File: src/rtl/phy_cfg_pkg.sv
package phy_cfg_pkg;

  localparam int DATA_W = 32;
  localparam int MAX_IND = 2;

  // first configuration word field positions
  localparam int HSI_LSB   = 28;
  localparam int HSI_W     = 4;
  localparam int DISC_LSB  = 26;
  localparam int DISC_W    = 2;
  localparam int SELT_LSB  = 12;
  localparam int SELT_W    = 4;
  localparam int RTERM_LSB = 6;
  localparam int RTERM_W   = 2;

  // second configuration word indirect-access fields
  localparam int IND_ADR_LSB = 16;
  localparam int IND_ADR_W   = 12;
  localparam int IND_DAT_LSB = 16;
  localparam int IND_DAT_W   = 8;
  localparam int IND_ADR_STB = 28;
  localparam int IND_DAT_STB = 29;

  typedef struct packed {
    logic [IND_ADR_W-1:0] reg_no;
    logic [2:0]           msb;
    logic [2:0]           lsb;
    logic [IND_DAT_W-1:0] value;
  } ind_param_t;

  typedef enum logic [2:0] {
    SQ_IDLE,
    SQ_FETCH,
    SQ_WORD0,
    SQ_WORD1,
    SQ_IND,
    SQ_DONE
  } seq_state_t;

endpackage

File: src/rtl/phy_cfg_trim_merge.sv
module phy_cfg_trim_merge
  import phy_cfg_pkg::*;
#(
  parameter logic [DATA_W-1:0] WORD0_DEF = 32'h9231_6680
) (
  input  logic [RTERM_W-1:0] rterm,
  input  logic [SELT_W-1:0]  sel_t,
  input  logic [HSI_W-1:0]   hs_i,
  input  logic               rd_err,
  output logic [DATA_W-1:0]  word0
);

  logic usable;

  assign usable = !rd_err && ((rterm != '0) || (sel_t != '0) || (hs_i != '0));

  always_comb begin
    word0 = WORD0_DEF;
    if (usable) begin
      word0[HSI_LSB   +: HSI_W]   = hs_i;
      word0[SELT_LSB  +: SELT_W]  = sel_t;
      word0[RTERM_LSB +: RTERM_W] = rterm;
    end else begin
      word0[DISC_LSB +: DISC_W] = '1;
    end
  end

endmodule

File: src/rtl/phy_cfg_step_gen.sv
module phy_cfg_step_gen
  import phy_cfg_pkg::*;
(
  input  logic [DATA_W-1:0] shadow,
  input  ind_param_t        prm,
  input  logic [1:0]        step,
  output logic [DATA_W-1:0] word
);

  logic [IND_DAT_W-1:0] fmask;
  logic [IND_DAT_W-1:0] fdata;

  assign fmask = (8'hFF << prm.lsb) & (8'hFF >> (3'd7 - prm.msb));
  assign fdata = (prm.value << prm.lsb) & fmask;

  always_comb begin
    word = shadow;
    unique case (step)
      2'd0: begin
        word[IND_ADR_LSB +: IND_ADR_W] = prm.reg_no;
        word[IND_ADR_STB]              = 1'b1;
      end
      2'd1: word[IND_ADR_STB] = 1'b0;
      2'd2: begin
        word[IND_DAT_LSB +: IND_DAT_W] =
          (shadow[IND_DAT_LSB +: IND_DAT_W] & ~fmask) | fdata;
        word[IND_DAT_STB] = 1'b1;
      end
      default: word[IND_DAT_STB] = 1'b0;
    endcase
  end

endmodule

File: src/rtl/phy_cfg_seq.sv
module phy_cfg_seq
  import phy_cfg_pkg::*;
#(
  parameter int ADDR_W = 8,
  parameter logic [DATA_W-1:0] WORD0_DEF = 32'h9231_6680,
  parameter logic [DATA_W-1:0] WORD1_DEF = 32'h0000_0106,
  parameter int NUM_PARAMS = 2,
  parameter ind_param_t [MAX_IND-1:0] IND_PARAMS = {
    ind_param_t'{reg_no: 12'd10, msb: 3'd5, lsb: 3'd5, value: 8'd1},
    ind_param_t'{reg_no: 12'd10, msb: 3'd6, lsb: 3'd6, value: 8'd1}
  }
) (
  input  logic                  clk,
  input  logic                  rst_n,
  input  logic                  start,
  input  logic                  nvm_ack,
  input  logic                  nvm_err,
  input  logic [RTERM_W-1:0]    trim_rterm,
  input  logic [SELT_W-1:0]     trim_sel_t,
  input  logic [HSI_W-1:0]      trim_hs_i,
  output logic                  nvm_req,
  output logic                  wr_en,
  output logic [ADDR_W-1:0]     wr_addr,
  output logic [DATA_W-1:0]     wr_data,
  output logic                  done
);

  localparam int IDX_W = (MAX_IND > 1) ? $clog2(MAX_IND) : 1;
  localparam int LAST_IDX = (NUM_PARAMS > 0) ? NUM_PARAMS - 1 : 0;
  localparam logic [ADDR_W-1:0] ADDR_WORD0 = ADDR_W'(0);
  localparam logic [ADDR_W-1:0] ADDR_WORD1 = ADDR_W'(4);

  seq_state_t        state_q, state_d;
  logic [DATA_W-1:0] word0_q, word0_calc;
  logic              word0_en;
  logic [DATA_W-1:0] shadow_q, shadow_d;
  logic              shadow_en;
  logic [IDX_W-1:0]  idx_q, idx_d;
  logic [1:0]        step_q, step_d;
  logic              ctr_en;
  logic [DATA_W-1:0] step_word;
  ind_param_t        cur_prm;

  phy_cfg_trim_merge #(.WORD0_DEF(WORD0_DEF)) u_merge (
    .rterm (trim_rterm),
    .sel_t (trim_sel_t),
    .hs_i  (trim_hs_i),
    .rd_err(nvm_err),
    .word0 (word0_calc)
  );

  generate
    if (NUM_PARAMS > 0) begin : g_ind
      assign cur_prm = IND_PARAMS[idx_q];
    end else begin : g_no_ind
      assign cur_prm = '0;
    end
  endgenerate

  phy_cfg_step_gen u_step (
    .shadow(shadow_q),
    .prm   (cur_prm),
    .step  (step_q),
    .word  (step_word)
  );

  // next-state logic
  always_comb begin
    state_d   = state_q;
    word0_en  = 1'b0;
    shadow_en = 1'b0;
    shadow_d  = shadow_q;
    ctr_en    = 1'b0;
    idx_d     = idx_q;
    step_d    = step_q;
    unique case (state_q)
      SQ_IDLE, SQ_DONE: if (start) state_d = SQ_FETCH;
      SQ_FETCH: if (nvm_ack) begin
        word0_en = 1'b1;
        state_d  = SQ_WORD0;
      end
      SQ_WORD0: state_d = SQ_WORD1;
      SQ_WORD1: begin
        shadow_en = 1'b1;
        shadow_d  = WORD1_DEF;
        ctr_en    = 1'b1;
        idx_d     = '0;
        step_d    = 2'd0;
        state_d   = (NUM_PARAMS == 0) ? SQ_DONE : SQ_IND;
      end
      SQ_IND: begin
        shadow_en = 1'b1;
        shadow_d  = step_word;
        ctr_en    = 1'b1;
        step_d    = step_q + 2'd1;
        if (step_q == 2'd3) begin
          if (idx_q == IDX_W'(LAST_IDX)) state_d = SQ_DONE;
          else idx_d = idx_q + IDX_W'(1);
        end
      end
      default: state_d = SQ_IDLE;
    endcase
  end

  // registers
  always_ff @(posedge clk or negedge rst_n) begin
    if (!rst_n) begin
      state_q  <= SQ_IDLE;
      word0_q  <= '0;
      shadow_q <= '0;
      idx_q    <= '0;
      step_q   <= '0;
    end else begin
      state_q <= state_d;
      if (word0_en)  word0_q  <= word0_calc;
      if (shadow_en) shadow_q <= shadow_d;
      if (ctr_en) begin
        idx_q  <= idx_d;
        step_q <= step_d;
      end
    end
  end

  // outputs
  always_comb begin
    nvm_req = (state_q == SQ_FETCH);
    done    = (state_q == SQ_DONE);
    wr_en   = 1'b0;
    wr_addr = '0;
    wr_data = '0;
    unique case (state_q)
      SQ_WORD0: begin
        wr_en   = 1'b1;
        wr_addr = ADDR_WORD0;
        wr_data = word0_q;
      end
      SQ_WORD1: begin
        wr_en   = 1'b1;
        wr_addr = ADDR_WORD1;
        wr_data = WORD1_DEF;
      end
      SQ_IND: begin
        wr_en   = 1'b1;
        wr_addr = ADDR_WORD1;
        wr_data = step_word;
      end
      default: ;
    endcase
  end

endmodule

File: config.mk
export PLATFORM = sky130hd
export DESIGN_NAME = phy_cfg_seq
export DESIGN_NICKNAME = d
export VERILOG_FILES = /design/src/rtl/phy_cfg_pkg.sv /design/src/rtl/phy_cfg_trim_merge.sv /design/src/rtl/phy_cfg_step_gen.sv /design/src/rtl/phy_cfg_seq.sv
export SDC_FILE = /design/constraint.sdc
export NUM_CORES = 1
export LEC_CHECK = 0
export BUFFER_PORTS_ARGS = -buffer_cell sky130_fd_sc_hd__buf_4
export CAP_MARGIN = 20
export CORE_UTILIZATION = 30
export CTS_CLUSTER_DIAMETER = 60
export DETAILED_ROUTE_END_ITERATION = 16
export PLACE_DENSITY = 0.55
export SYNTH_ARGS = -nofsm -noshare
export SYNTH_HDL_FRONTEND = slang
export SYNTH_SLANG_ARGS = --single-unit
File: constraint.sdc
create_clock -name clk -period 6.5 [get_ports clk]
set_input_delay 1.95 -clock clk [delete_from_list [all_inputs] [get_ports clk]]
set_output_delay 1.95 -clock clk [all_outputs]
set_load 0.005 [all_outputs]
# Yosys cells after proc, flatten, opt, wreduce, memory -nomap -nowiden
# Index checks and enable logic that the tools add are counted.
word_totals:
  word_cells: 75
  in_bits: 15
  ramBits: 0
  mem_bits_ro: 0
  reg_bits: 56
  output_inout_bits: 43
  mem_count: 0
  latchBits: 0
op_classes:
  reduce_logical: 18
  magnitude_cmp: 1
  eq_ne: 12
  div_mod_pow: 0
  n_mux: 26
  n_mul: 0
  addsub: 3
  bitwise: 6
  shifts: 3
op_table:
  columns: ["operator", "count"]
  rows:
  - ["$pmux W32 S3", 1]
  - ["$pmux W32 S2", 1]
  - ["$mux W26", 1]
  - ["$and A8 B8 Y8", 3]
  - ["$pmux W8 S2", 1]
  - ["$mux W3", 5]
  - ["$pmux W3 S5", 1]
  - ["$mux W13", 1]
  - ["$mux W4", 3]
  - ["$ne A2 B2 Y1 const B", 4]
  - ["$not A8 Y8", 1]
  - ["$or A8 B8 Y8", 1]
  - ["$reduce_bool A4 Y1", 2]
  - ["$shl A8 B3 Y8", 1]
  - ["$shl A8 B3 Y8 const A", 1]
  - ["$shr A8 B3 Y8 const A", 1]
  - ["$eq A3 B2 Y1 const B", 2]
  - ["$eq A3 B3 Y1 const B", 2]
  - ["$mux W1", 6]
  - ["$pmux W1 S2", 3]
  - ["$reduce_and A3 Y1", 2]
  - ["$reduce_or A2 Y1", 3]
  - ["$eq A2 B2 Y1 const B", 2]
  - ["$mux W2", 2]
  - ["17 further kinds", 19]

# Logic depth before layout (Yosys ltp)
depth:
  ltp_word: 10
  mapped_depth: 7
  depth_no_buf: 5

# Modules after synthesis
# Synthesis repeated with hierarchy kept, for this count alone.
unflattened:
  cells_unflattened: 424
  area_unflattened_um2: 4456.8
by_module_without_submodules:
  columns: ["module", "instances", "area_each_um2", "cells_each", "seq_area_each_um2"]
  rows:
  - ["phy_cfg_seq", 1, 3395.8, 277, 1751.7]
  - ["phy_cfg_step_gen", 1, 718.2, 100, 0.0]
  - ["phy_cfg_trim_merge", 1, 342.8, 47, 0.0]

# Worst setup path before layout
# Ideal clock, no wire load.
synth_timing:
  path_kind: "register to output"
  start: "register step_q[1]"
  end: "output port wr_data[18]"
  path_slack_ns: 3.068
  required_time_ns: 4.550
  stages_incl_launch_ff: 8
  t_arrival_ns: 1.482
  path_buffers: 2
  path_cell_list: "dfrtp_1 -> inv_1 -> ha_1 -> clkbuf_1 -> o21ba_2 -> nor2_4 -> and2_1 -> buf_4"
synth_via:
  elab_chain_len: 3
  elab_cells_between_ends: 4
  cone_classes: "1 x eq/ne; 2 x mux; 1 x reduce/logical"
synth_rtl:
  columns: ["element", "line", "source"]
  rows:
  - ["start: declaration", "phy_cfg_seq.sv:39", "logic [1:0] step_q, step_d;"]
  - ["start signal: assignment", "phy_cfg_seq.sv:119", "step_q <= step_d;"]
  - ["$eq A2 B2 Y1 / $logic_not A2 Y1 (equally long branches)", "phy_cfg_step_gen.sv:18", "unique case (step)"]
  - ["$pmux W8 S2 *", "phy_cfg_step_gen.sv:18", null]
  - ["$pmux W32 S3 *", "phy_cfg_seq.sv:131", "unique case (state_q)"]
  - ["end: declaration", "phy_cfg_seq.sv:24", "output logic [DATA_W-1:0] wr_data,"]
# Every way passes the cells marked *; elsewhere a longest branch is shown, timed or not.

# Worst setup path after layout
layout_timing:
  start: "register state_q[2]"
  end: "output port wr_data[27]"
layout_via:
  elab_chain_len: 2
  elab_cells_between_ends: 4
  cone_classes: "3 x eq/ne; 1 x mux"
layout_rtl:
  columns: ["element", "line", "source"]
  rows:
  - ["start: declaration", "phy_cfg_seq.sv:33", "seq_state_t state_q, state_d;"]
  - ["start signal: assignment", "phy_cfg_seq.sv:114", "state_q <= state_d;"]
  - ["$eq A3 B3 Y1 / $eq A3 B2 Y1 (equally long branches)", "phy_cfg_seq.sv:131", null]
  - ["$pmux W32 S3 *", "phy_cfg_seq.sv:131", null]
# Marks and branches as above.

==> flow_summary.json <==
{
  "status": "finished, final reports clean",
  "num_vias": 1402,
  "clock_power_share_pct": 18.4,
  "grt-ovfl-total": 0,
  "cts.sinks": 33,
  "avgSynthCellArea_um2": 9.16,
  "wl_met2_um": 1810,
  "p_leak_uw": 0.00113,
  "finalPower_uw": 846,
  "holdWs_ns": 0.458,
  "synth_area_leader_cell": "dfrtp_1",
  "hold_path_class": "reg2reg",
  "routed_wl_um": 3900,
  "place.gp.congestion": 0.755,
  "p_sw_share_pct": 37.6,
  "finalCriticalPeriod_ns": 3.91,
  "met3_wirelength_um": 133,
  "intPower_uw": 528,
  "cts_buffer_depth": 2,
  "slew_headroom_pct": 64.7,
  "yosysSeqAreaShare_pct": 44.2,
  "top_layer": "met4",
  "dieArea_um2": 6550,
  "cts_resized": 0,
  "switchingPower_uw": 318,
  "synth_top_area_share_pct": 44.2,
  "grt_pass1_vias": 1293,
  "ys_warn_count": 0,
  "drt-initial-drc-count": 43,
  "ant_nets": 0,
  "cp.required_ns": 4.55,
  "drive_gt1_share_pct": 25.1,
  "numCtsBuffers": 5,
  "start_util_pct": 31.4,
  "synth.cell_area_um2": 1870,
  "drcViolationCount": 0,
  "fin_tns_setup_ns": 0,
  "synthCells": 204,
  "maxClockFrequency_ghz": 0.256,
  "synth_seq_cells": 33,
  "post-cts-setup-buffer-count": 0,
  "area_growth_pct": 19.0,
  "insertion_delay_ns": 0.28,
  "wire_per_inst_um": 12.6,
  "grtUsageTotal_pct": 12.4,
  "finalHoldViolCount": 0,
  "antenna_found_initial": 0,
  "grt_start_max_net_pins": 34,
  "comb_power_share_pct": 42.8,
  "fillerInstances": 624,
  "wl_met1_um": 1920,
  "start_kind": "register",
  "grt_pass1_wl_um": 6140,
  "ys_types": 35,
  "io_buffers": 45,
  "core_region_area_um2": 5960,
  "crit_fanout": 16,
  "fin_nets": 254,
  "n_antenna_cell": 0,
  "period_share_pct": 60.1,
  "setup_viol": 0,
  "cp-end-kind": "output pin",
  "drt-vias-per-instance": 4.52,
  "io_pins": 58,
  "worst_pin_slew_ns": 0.527,
  "p_seq_share_pct": 38.7,
  "cts.root.buffer_cell": "clkbuf_8",
  "hpwlAfterDp_um": 2780,
  "cts_tree": "done",
  "cts.clk_slew.worst_paths_ns": 0.07,
  "pwr_density_cell_nw_per_um2": 381,
  "fin_skew_ns": 0.00432,
  "die_w_um": 80.9,
  "die_y_um": 80.9,
  "row_count": 28,
  "peakVddDrop_mv": 0.147,
  "cts_hold_buffers": 0,
  "utilization_pct": 37.3,
  "synth_area_leaders": "dfrtp_1 (44%), buf_4 (8.8%), and2_1 (6.7%), a21oi_1 (3.8%), nand2_1 (3.4%)",
  "worstPathArrival_ns": 1.96,
  "drv_slew": 0,
  "rsz0062_at_grt": "no",
  "drt-pass1-iter-count": 4,
  "criticalPathCategory": "reg2out",
  "drv_cap": 0,
  "htreeDepth": 2
}
[cell usage in the layout, fill, tap and decap left out, types with 2 or more instances in the layout]
cell,Yosys,routed
a21o_1,5,5
a21oi_1,14,14
a22o_1,7,7
and2_1,20,20
buf_4,22,46
clkbuf_8,0,6
conb_1,1,12
dfrtp_1,33,33
ha_1,4,4
inv_1,6,6
mux2i_1,3,3
nand2_1,17,17
nand2b_1,3,3
nand3_1,2,2
nand3b_1,5,5
nor2_1,17,17
nor2b_1,2,2
nor3_1,6,6
nor3b_1,2,2
nor4_1,2,2
o21ai_0,9,9
[synthesized netlist by cell type]
library cell and n:
a21o_1 5, a21oi_1 14, a22o_1 7, a31o_2 1
and2_1 20, and3_1 1, and3b_1 1, and4bb_1 1
buf_2 4, buf_4 22, clkbuf_1 7, conb_1 1
dfrtp_1 33, ha_1 4, inv_1 6, mux2i_1 3
nand2_1 17, nand2b_1 3, nand3_1 2, nand3b_1 5
nand4bb_1 1, nor2_1 17, nor2_2 1, nor2_4 1
nor2b_1 2, nor3_1 6, nor3b_1 2, nor3b_2 1
nor4_1 2, o21a_1 1, o21ai_0 9, o21ba_2 1
o221a_2 1, or2_2 1, or3b_1 1
[final timing paths]
kind | startpoint | to | slack [ns] | cells after the start
setup / recovery | state_q[2] | wr_data[27] | 2.59 | 4
hold / removal | word0_q[12] | word0_q[12] | 0.46 | 2
min in group asynchronous | rst_n | word0_q[6] | 1.60 | 1
setup reg to reg | step_q[1] | shadow_q[22] | 4.68 | 5
max in group asynchronous | rst_n | word0_q[25] | 4.60 | 1
hold reg to reg | word0_q[12] | word0_q[12] | 0.46 | 2
[metrics by stage]
stage                     cell area, um^2  std cells  setup slack [ns]
after floorplan                      1910        215              3.07
after global placement               2140        303              2.91
after detailed placement             2140        303              2.91
after CTS                            2220        310              2.58
after global routing                 2220        310              2.46
final                                2220        310              2.59
[power groups by stage]
stage                     Clock [uW]  Combinational [uW]  Sequential [uW]
after floorplan                    0                 271              301
final                            156                 362              328
after global routing             169                 407              338
after global placement             0                 365              328
after CTS                        161                 368              327
after detailed placement           0                 366              331
[worst max-delay path, stage by stage, from the launching register on]
cell and delay [ns]:
dfrtp_1 0.56, or3b_1 0.59, nor2_2 0.24, a22o_1 0.18, buf_4 0.10
[cell families after synthesis]
logic type | synth area share, %
AND/OR/NAND/NOR | 25.3
buffers and inverters | 12.5
other | 0.201
AO/OA/AOI/OAI | 13.5
multiplexers | 1.61
flip-flops | 44.2
adder cells (fa/ha/maj) | 2.68
[flip-flops by register name, indices dropped and copies added (netlist names)]
register,count
step_q,2
state_q,3
shadow_q,15
idx_q,1
word0_q,12
[cell type report]
class / instances / area [um^2] / area share (%)
clock buffer: 7 / 86.3 / 3.88
inverter: 6 / 22.5 / 1.01
sequential: 33 / 826 / 37.1
tap: 75 / 93.8 / 4.22
timing repair buffer: 46 / 345 / 15.5
multi-input combinational: 143 / 850 / 38.2
[routing by layer]
metal,vias to the layer above,track usage [%]
met5,-,0
met4,0,4.29
met3,2,3.15
met2,32,19.2
met1,665,16.6
li1,703,-
Note: power is estimated with default switching activity, not from simulation.
